**config.mk**
```make
export PLATFORM = sky130hd
export DESIGN_NAME = edet_top
export DESIGN_NICKNAME = d
export VERILOG_FILES = /design/src/rtl/edet_pkg.sv /design/src/rtl/edet_regbank.sv /design/src/rtl/edet_line_cell.sv /design/src/rtl/edet_line_array.sv /design/src/rtl/edet_top.sv
export SDC_FILE = /design/constraint.sdc
export NUM_CORES = 2
export LEC_CHECK = 0
export BUFFER_PORTS_ARGS = -buffer_cell sky130_fd_sc_hd__buf_2
export CAP_MARGIN = 0
export CORE_UTILIZATION = 45
export CTS_CLUSTER_SIZE = 12
export DETAILED_ROUTE_END_ITERATION = 7
export PLACE_DENSITY_LB_ADDON = 0.3
export SLEW_MARGIN = 5
export SYNTH_ARGS = -nofsm -noshare
export SYNTH_HDL_FRONTEND = slang
export SYNTH_SLANG_ARGS = --single-unit
```
**constraint.sdc**
```tcl
create_clock -name clk -period 14.4 [get_ports clk]
set_input_delay 2.88 -clock clk [delete_from_list [all_inputs] [get_ports clk]]
set_output_delay 2.88 -clock clk [all_outputs]
set_load 0.03 [all_outputs]
```
**src/rtl/edet_pkg.sv**
```systemverilog
// Package: shared mode encoding and register byte offsets for the edge detector.
// Assumes a byte-addressed register port with 32-bit word-aligned registers.
package edet_pkg;

    typedef enum logic [1:0] {
        MODE_RISE = 2'b00,
        MODE_FALL = 2'b01,
        MODE_BOTH = 2'b10,
        MODE_RSVD = 2'b11
    } edge_mode_e;

    localparam int ENABLE_OFS = 'h780;
    localparam int CTRL_BASE  = 'h808;
    localparam int MASK_BASE  = 'h848;

endpackage

```
**src/rtl/edet_regbank.sv**
```systemverilog
// Register bank: holds the enable bit, the packed mode words and the packed mask words.
// It decodes a byte address, applies writes and returns registered read data.
// Assumes word-aligned accesses. Any other address decodes to no register.
module edet_regbank
    import edet_pkg::*;
#(
    parameter int NUM_LINES = 256,
    parameter int DATA_W    = 32,
    parameter int ADDR_W    = 12
) (
    input  logic                   clk,
    input  logic                   rst_n,
    input  logic [ADDR_W-1:0]      reg_addr,
    input  logic [DATA_W-1:0]      reg_wdata,
    input  logic                   reg_we,
    output logic [DATA_W-1:0]      reg_rdata,
    output logic [2*NUM_LINES-1:0] mode_flat,
    output logic [NUM_LINES-1:0]   mask_flat,
    output logic                   det_en
);
    localparam int MODES_PER_WORD = DATA_W / 2;
    localparam int N_CTRL = NUM_LINES / MODES_PER_WORD;
    localparam int N_MASK = NUM_LINES / DATA_W;
    localparam int WA_W   = ADDR_W - 2;
    localparam int CIDX_W = (N_CTRL > 1) ? $clog2(N_CTRL) : 1;
    localparam int MIDX_W = (N_MASK > 1) ? $clog2(N_MASK) : 1;
    localparam logic [WA_W-1:0] EN_WA   = WA_W'(ENABLE_OFS >> 2);
    localparam logic [WA_W-1:0] CTRL_WA = WA_W'(CTRL_BASE >> 2);
    localparam logic [WA_W-1:0] MASK_WA = WA_W'(MASK_BASE >> 2);
    localparam logic [WA_W-1:0] N_CTRL_W = WA_W'(N_CTRL);
    localparam logic [WA_W-1:0] N_MASK_W = WA_W'(N_MASK);

    logic [DATA_W-1:0] ctrl_q [N_CTRL];
    logic [DATA_W-1:0] mask_q [N_MASK];
    logic              en_q;
    logic [DATA_W-1:0] rd_next;
    logic [DATA_W-1:0] rdata_q;

    logic              aligned;
    logic [WA_W-1:0]   wa, c_off, m_off;
    logic              en_hit, c_hit, m_hit, any_hit;
    logic [CIDX_W-1:0] c_idx;
    logic [MIDX_W-1:0] m_idx;

    // Address decode: word address, offsets into each bank, hit flags.
    always_comb begin
        aligned = (reg_addr[1:0] == 2'b00);
        wa      = reg_addr[ADDR_W-1:2];
        c_off   = wa - CTRL_WA;
        m_off   = wa - MASK_WA;
        en_hit  = aligned && (wa == EN_WA);
        c_hit   = aligned && (c_off < N_CTRL_W);
        m_hit   = aligned && (m_off < N_MASK_W);
        any_hit = en_hit || c_hit || m_hit;
        c_idx   = c_off[CIDX_W-1:0];
        m_idx   = m_off[MIDX_W-1:0];
    end

    // Enable register: only bit 0 of the write data is kept.
    always_ff @(posedge clk) begin
        if (!rst_n)                en_q <= 1'b0;
        else if (reg_we && en_hit) en_q <= reg_wdata[0];
    end

    generate
        for (genvar n = 0; n < N_CTRL; n++) begin : g_ctrl
            // Mode word n: written when its offset is addressed.
            always_ff @(posedge clk) begin
                if (!rst_n)                                     ctrl_q[n] <= '0;
                else if (reg_we && c_hit && c_idx == CIDX_W'(n)) ctrl_q[n] <= reg_wdata;
            end
            assign mode_flat[n*DATA_W +: DATA_W] = ctrl_q[n];
        end
        for (genvar n = 0; n < N_MASK; n++) begin : g_mask
            // Mask word n: written when its offset is addressed.
            always_ff @(posedge clk) begin
                if (!rst_n)                                     mask_q[n] <= '0;
                else if (reg_we && m_hit && m_idx == MIDX_W'(n)) mask_q[n] <= reg_wdata;
            end
            assign mask_flat[n*DATA_W +: DATA_W] = mask_q[n];
        end
    endgenerate

    // Read mux: selected word, or zero for addresses that select no word.
    always_comb begin
        rd_next = '0;
        if (en_hit)     rd_next[0] = en_q;
        else if (c_hit) rd_next    = ctrl_q[c_idx];
        else if (m_hit) rd_next    = mask_q[m_idx];
    end

    // Read data register: one cycle of latency.
    always_ff @(posedge clk) begin
        if (!rst_n) rdata_q <= '0;
        else        rdata_q <= rd_next;
    end

    assign reg_rdata = rdata_q;
    assign det_en    = en_q;

    // a read of an address that selects no word returns zero.
    a_r9_unmapped_reads_zero: assert property (@(posedge clk) disable iff (!rst_n)
        $past(!any_hit) |-> (rdata_q == '0));

    // the enable changes only through a write to the register port.
    a_r7_enable_by_write: assert property (@(posedge clk) disable iff (!rst_n)
        !$stable(en_q) |-> $past(reg_we));

endmodule

```
**src/rtl/edet_line_cell.sv**
```systemverilog
// Line cell: one monitored line. It holds the previous sample, picks the transition
// selected by the line's mode, and registers a one-cycle event gated by enable and mask.
// Assumes mon input is synchronous to clk.
module edet_line_cell
    import edet_pkg::*;
(
    input  logic       clk,
    input  logic       rst_n,
    input  logic       sample,
    input  logic [1:0] mode,
    input  logic       mask_bit,
    input  logic       det_en,
    output logic       evt
);
    logic prev_q;
    logic evt_q;
    logic rise, fall, hit;

    // Transition classification against the previous sample, per selected mode.
    always_comb begin
        rise = !prev_q &&  sample;
        fall =  prev_q && !sample;
        unique case (edge_mode_e'(mode))
            MODE_RISE: hit = rise;
            MODE_FALL: hit = fall;
            MODE_BOTH: hit = rise || fall;
            default:   hit = 1'b0;
        endcase
    end

    // Previous sample always follows the line; the event is gated by enable and mask.
    always_ff @(posedge clk) begin
        if (!rst_n) begin
            prev_q <= 1'b0;
            evt_q  <= 1'b0;
        end else begin
            prev_q <= sample;
            evt_q  <= hit && det_en && !mask_bit;
        end
    end

    assign evt = evt_q;

    // a line in the reserved mode never fires.
    a_r5_reserved_quiet: assert property (@(posedge clk) disable iff (!rst_n)
        evt_q |-> ($past(mode) != MODE_RSVD));
    // a masked line never fires.
    a_r6_mask_blocks: assert property (@(posedge clk) disable iff (!rst_n)
        evt_q |-> !$past(mask_bit));
    // no event while detection is disabled.
    a_r7_off_silent: assert property (@(posedge clk) disable iff (!rst_n)
        evt_q |-> $past(det_en));
    // every event comes from a real change between consecutive samples.
    a_r10_change_needed: assert property (@(posedge clk) disable iff (!rst_n)
        evt_q |-> ($past(sample) != $past(prev_q)));

endmodule

```
**src/rtl/edet_line_array.sv**
```systemverilog
// Line array: one cell per monitored line. Each cell gets its 2-bit mode slice and its mask bit.
// Assumes mode_flat holds line i at bits [2i+1:2i].
module edet_line_array #(
    parameter int NUM_LINES = 256
) (
    input  logic                   clk,
    input  logic                   rst_n,
    input  logic [NUM_LINES-1:0]   mon_in,
    input  logic [2*NUM_LINES-1:0] mode_flat,
    input  logic [NUM_LINES-1:0]   mask_flat,
    input  logic                   det_en,
    output logic [NUM_LINES-1:0]   evt_out
);
    generate
        for (genvar i = 0; i < NUM_LINES; i++) begin : g_line
            edet_line_cell u_cell (
                .clk      (clk),
                .rst_n    (rst_n),
                .sample   (mon_in[i]),
                .mode     (mode_flat[2*i +: 2]),
                .mask_bit (mask_flat[i]),
                .det_en   (det_en),
                .evt      (evt_out[i])
            );
        end
    endgenerate
endmodule

```
**src/rtl/edet_top.sv**
```systemverilog
// Top: programmable multi-line edge detector. It joins the register bank to the line array.
// Assumes all inputs are synchronous to clk and reset is synchronous, active low.
module edet_top #(
    parameter int NUM_LINES = 256,
    parameter int DATA_W    = 32,
    parameter int ADDR_W    = 12
) (
    input  logic                 clk,
    input  logic                 rst_n,
    input  logic [ADDR_W-1:0]    reg_addr,
    input  logic [DATA_W-1:0]    reg_wdata,
    input  logic                 reg_we,
    output logic [DATA_W-1:0]    reg_rdata,
    input  logic [NUM_LINES-1:0] mon_in,
    output logic [NUM_LINES-1:0] evt_out
);
    logic [2*NUM_LINES-1:0] mode_flat;
    logic [NUM_LINES-1:0]   mask_flat;
    logic                   det_en;

    edet_regbank #(.NUM_LINES(NUM_LINES), .DATA_W(DATA_W), .ADDR_W(ADDR_W)) u_regs (
        .clk       (clk),
        .rst_n     (rst_n),
        .reg_addr  (reg_addr),
        .reg_wdata (reg_wdata),
        .reg_we    (reg_we),
        .reg_rdata (reg_rdata),
        .mode_flat (mode_flat),
        .mask_flat (mask_flat),
        .det_en    (det_en)
    );

    edet_line_array #(.NUM_LINES(NUM_LINES)) u_lines (
        .clk       (clk),
        .rst_n     (rst_n),
        .mon_in    (mon_in),
        .mode_flat (mode_flat),
        .mask_flat (mask_flat),
        .det_en    (det_en),
        .evt_out   (evt_out)
    );
endmodule

```
# Word-level counts from Yosys, hierarchy flattened
# Memory sizes are Yosys's and may differ from the RTL's.
# Index checks and enable logic that the tools add are counted.
[word_totals]
regBits = 545
mem_bits_rw = 768
inputBits = 303
out_inout_bits = 288
wordCells = 3775
n_memories = 2
[op_classes]
addsub = 2
magnitude_cmp = 2
eq_ne = 535
muxes = 356
n_bitwise = 25
n_reduce_logical = 2338
[mem_list]
columns = ["memory", "words", "width", "rd", "rd_ports_with_merged_regs", "write_ports", "line", "text"]
rows = [
  ["u_regs.ctrl_q", 16, 32, 17, 0, 16, "edet_regbank.sv:33", "logic [DATA_W-1:0] ctrl_q [N_CTRL];"],
  ["u_regs.mask_q", 8, 32, 9, 0, 8, "edet_regbank.sv:34", "logic [DATA_W-1:0] mask_q [N_MASK];"],
]
[op_table]
columns = ["cell", "n"]
rows = [
  ["1-bit logical AND", 1054],
  ["32-bit two-way mux", 26],
  ["1-bit zero test", 768],
  ["1-bit one-hot mux with 3 select lines", 256],
  ["2-bit zero test", 257],
  ["2-bit by 1-bit == test with 1-bit output, second input constant", 256],
  ["2-bit == test, second input constant", 256],
  ["1-bit logical OR", 256],
  ["1-bit two-way mux", 74],
  ["4-bit == test, second input constant", 8],
  ["1-bit OR", 24],
  ["10-bit subtractor, second input constant", 2],
  ["4-bit by 3-bit == test with 1-bit output, second input constant", 4],
  ["3-bit == test, second input constant", 4],
  ["10-bit by 9-bit == test with 1-bit output, second input constant", 1],
  ["10-bit by 4-bit < comparator with 1-bit output, second input constant", 1],
  ["10-bit by 5-bit < comparator with 1-bit output, second input constant", 1],
  ["4-bit by 2-bit == test with 1-bit output, second input constant", 2],
  ["3-bit by 2-bit == test with 1-bit output, second input constant", 2],
  ["4-bit by 1-bit == test with 1-bit output, second input constant", 1],
  ["4-bit zero test", 1],
  ["3-bit by 1-bit == test with 1-bit output, second input constant", 1],
  ["3-bit zero test", 1],
  ["2-bit OR reduction", 1],
  ["1-bit NOT", 1],
]

# Depth between registers and ports, before layout
[logic_depth]
ltp_word = 9
mapped_depth = 11
mapped_depth_nobuf = 7

# Hierarchy
# Synthesis repeated with hierarchy kept, for this count alone.
[unflattened]
cells_unflattened = 5479
hier_area_um2 = 66189.7
[modules_own_cells]
columns = ["module", "instances", "cells_each", "area_each_um2", "seq_area_each_um2"]
rows = [
  ["edet_regbank", 1, 2407, 35440.2, 23722.8],
  ["edet_line_cell", 256, 12, 120.1, 40.0],
]

# Worst setup path after synthesis
# OpenSTA, ideal clock, no wires.
[synth_timing]
kind = "input port to flip-flop"
startpoint = "input port reg_addr[3]"
endpoint = "memory u_regs.ctrl_q[1][0], enable pin"
setup_ns = 0.425
t_arrival_ns = 6.269
required_time_ns = 13.975
path_slack_ns = 7.706
cell_stages = 10
path_buffers = 3
cell_sequence = "buf_1 inv_2 ha_1 nor4b_1 maj3_1 a31oi_1 buf_2 or4_1 buf_2 o21ai_1"
[synth_rtl]
columns = ["item", "line", "text"]
rows = [
  ["start, declared", "edet_top.sv:10", "input logic [ADDR_W-1:0] reg_addr,"],
  ["end, declared", "edet_regbank.sv:33", ""],
]

==> results.txt <==
area used by multi-input combinational logic = 25200 um^2
die height = 382 um
Seq. cell area = 34000 um^2
post-synthesis adder-cell area fraction = 0.0989
total grt overflow = 0
worst hold path class = reg -> reg
CTS tree = done
critical path type = in -> reg
CP arrival = 6.85 ns
max_cap viols = 0
net count after synthesis = 6329
CP peak stage delay = 0.60 ns
Slew Limit Fails = 0
startpoint types = input pin
Worst EP required = 15.06 ns
layout cells sized above 1 = 0.201
FFs w/ async S/R, synth = 0
1st-pass router iterations = 8
routed len/inst = 29.6 um
Post-CTS Setup Bufs = 0
All-Layer GR Usage = 0.310
Max Root-Sink Buffers = 3
hold path cells = 1
RSZ-0062 raised after global routing = no
final WL = 231000 um
dpl ws = 7.51 ns
Pleak = 28.3 nW
first-pass GRT wire length = 323000 um
Yosys cell types = 52
Post-synth top flop = edfxtp_1
Layout fillers = 12500
portion of netlist area occupied by mux cells = 0.0787
Compound-Gate Fraction of Synth Area = 0.0926
FF-to-FF path depth = 3
I/O pins = 591
Avg Inst Size Synth = 11.8 um^2
sequential-to-total area share from yosys stat = 0.523
Core Area = 143000 um^2
clk_skew = 0.0274 ns
post-detail-place hpwl = 160000 um
simple-gate share of the synthesized area = 0.110
Max Fclk = 162 MHz
Synth area leader = edfxtp_1
dominant cell type by count on the critical path = buf_4
Worst-path clk slew = 0.06 ns
Clock Tree Root = clkbuf_16
maximum fanout along the worst path = 57
Max stage delay cell, worst path = nand2_2
count of final setup violators = 0
Syn. warnings = 0
Post-Synthesis Cells = 5513
vias post-DR = 47600
Synth top area share = 0.355
NumNets Final = 6579
PortBufs = 590
Cell Pwr Density = 121 nW/um^2
EDFF count, synth = 768
vias in the first global route = 45200
DR iter-0 viols = 5999
XOR/XNOR Fraction of Synth Area = 0.000270
worst path cell trace = clkbuf_8, inv_2, ha_2, buf_4, and3_1, nand2_2, buf_4, nor2_4, buf_4, and2_1
ANT nets after route = 0
CTS Buf Count = 146
vias per inst = 6.08
Worst Setup Slack, final = 8.21 ns
FF+latch count, synth = 1313
critical path endpoint category = register
Die ar. = 146000 um^2
setup TNS = 0 ns
Tmin final = 6.19 ns
status = finished clean
floorplan row count = 139
post-CTS resize count = 0
DRC = 0
VDD IR max = 123 uV
Worst-Margin Slew = 1.50 ns
largest net degree at the start of global routing = 257
largest cells by area after synthesis = edfxtp_1, dfxtp_1, ha_1
initial antenna violation count = 75
largest family of logic cells by synthesized area = simple AND/OR/NAND/NOR gates
CTS hold repair buffers = 0
synth-to-layout area growth = 12.8%
routability cong. = 0.928
die extent in x = 382 um
clk_lat worst skew = 0.81 ns
post-layout total power = 8.87 mW
Post-Syn Area = 65000 um^2
fin crit share = 0.430
Max transition margin = 0.00128
CTS sink cnt = 1313
Hold Vio Cnt, Final = 0
Starting Density = 0.453
H-tree depth = 4
[critical path, delay by kind of cell]
| kind | cells | cell delay [ns] |
|---|---|---|
| adders and majority gates | 1 | 0.34 |
| and+or+nand+nor | 4 | 1.36 |
| buffers and inverters | 5 | 2.17 |
[worst paths after layout]
check,startpoint,to,slack (ns)
max,reg_addr[3],u_regs.mask_q[1][28],8.21
min,u_regs.mask_q[3][11],u_lines.g_line[107].u_cell.evt,0.45
max reg2reg,u_regs.det_en,u_lines.g_line[191].u_cell.evt,11.14
min reg2reg,u_regs.mask_q[3][11],u_lines.g_line[107].u_cell.evt,0.45
[cell type report]
class	count	area share
Sequential cell	1313	0.464
Multi-Input combinational cell	2806	0.343
Clock buffer	218	0.0598
Timing Repair Buffer	699	0.0523
Inverter	797	0.0408
Tap cell	1903	0.0325
Clock inverter	50	0.00630
Antenna cell	39	0.00133
[sequential cells by signal (all words and copies together) (netlist names)]
name and cells:
u_regs.mask_q 256, u_lines.g_line.u_cell.evt 256, u_lines.g_line.u_cell.prev_q 256, u_regs.reg_rdata 32
u_regs.det_en 1, u_regs.ctrl_q 512
[cell usage after synthesis (all sizes together) (2+ instances only)]
cell     count
a21oi       11
o31ai      257
nor2b        6
nand3       73
a2bb2oi      6
o22ai       31
buf        321
or3          3
inv        773
o21ai      283
and2       513
mux4       206
or4          3
mux2         2
edfxtp     768
a2111oi    256
nor4       513
nor3         2
dfxtp      545
clkinv      24
nand2       37
clkbuf     276
nor2        19
ha         513
mux2i       45
a31oi        6
and3         2
[cell families after synthesis]
family | after synthesis
buf+inv | 1394
simple gates | 1177
compound gates | 860
flops | 1313
mux | 253
fa+ha+maj | 514
xor+xnor | 2
[cell usage in the layout (no fill, tap or decap), types with 4 or more instances in the layout]
cell and n:
a31oi_1 5, diode_2 39, clkinv_2 18, o21ai_4 24, o22ai_1 31, bufinv_16 5, o31ai_1 257, clkbuf_4 5
o21ai_0 258, a2bb2oi_1 6, a2111oi_1 34, nand2_2 8, clkinv_4 4, nor2_4 5, mux2i_1 45, nand3_1 73
clkbuf_1 30, a21oi_1 11, edfxtp_1 768, dfxtp_1 545, clkbuf_8 31, buf_2 587, clkinv_1 34, buf_4 106
nand2_1 28, and2_1 513, ha_1 512, mux4_2 206, nor4_1 513, nor2b_1 6, nor2_1 11, inv_1 772
inv_6 8, clkbuf_16 153, a2111oi_0 221
[routing by layer]
metal | up-vias | wire length [um] | track usage
met3 | 633 | 27000 | 0.0893
li1 | 20500 | - | -
met5 | - | 398 | 0
met4 | 62 | 18100 | 0.225
met1 | 23400 | 82200 | 0.375
met2 | 2969 | 104000 | 0.473
[power breakdown]
part | internal [mW] | total [mW] | switching (mW)
combinational | 0.283 | 0.792 | 0.509
sequential | 4.12 | 4.28 | 0.160
clock | 2.20 | 3.80 | 1.60
[through the flow]
step / area [um^2] / hold WS, ns / util / cells
after floorplan: 65000 / 0.411 / - / 5513
after global placement: 68400 / 0.437 / 0.476 / 7518
after detailed placement: 68400 / 0.455 / 0.476 / 7518
after CTS: 73200 / 0.443 / 0.510 / 7786
after global routing: 73300 / 0.483 / 0.511 / 7808
final: 73300 / 0.446 / 0.511 / 7825
Power figures use the tool's default switching activity.
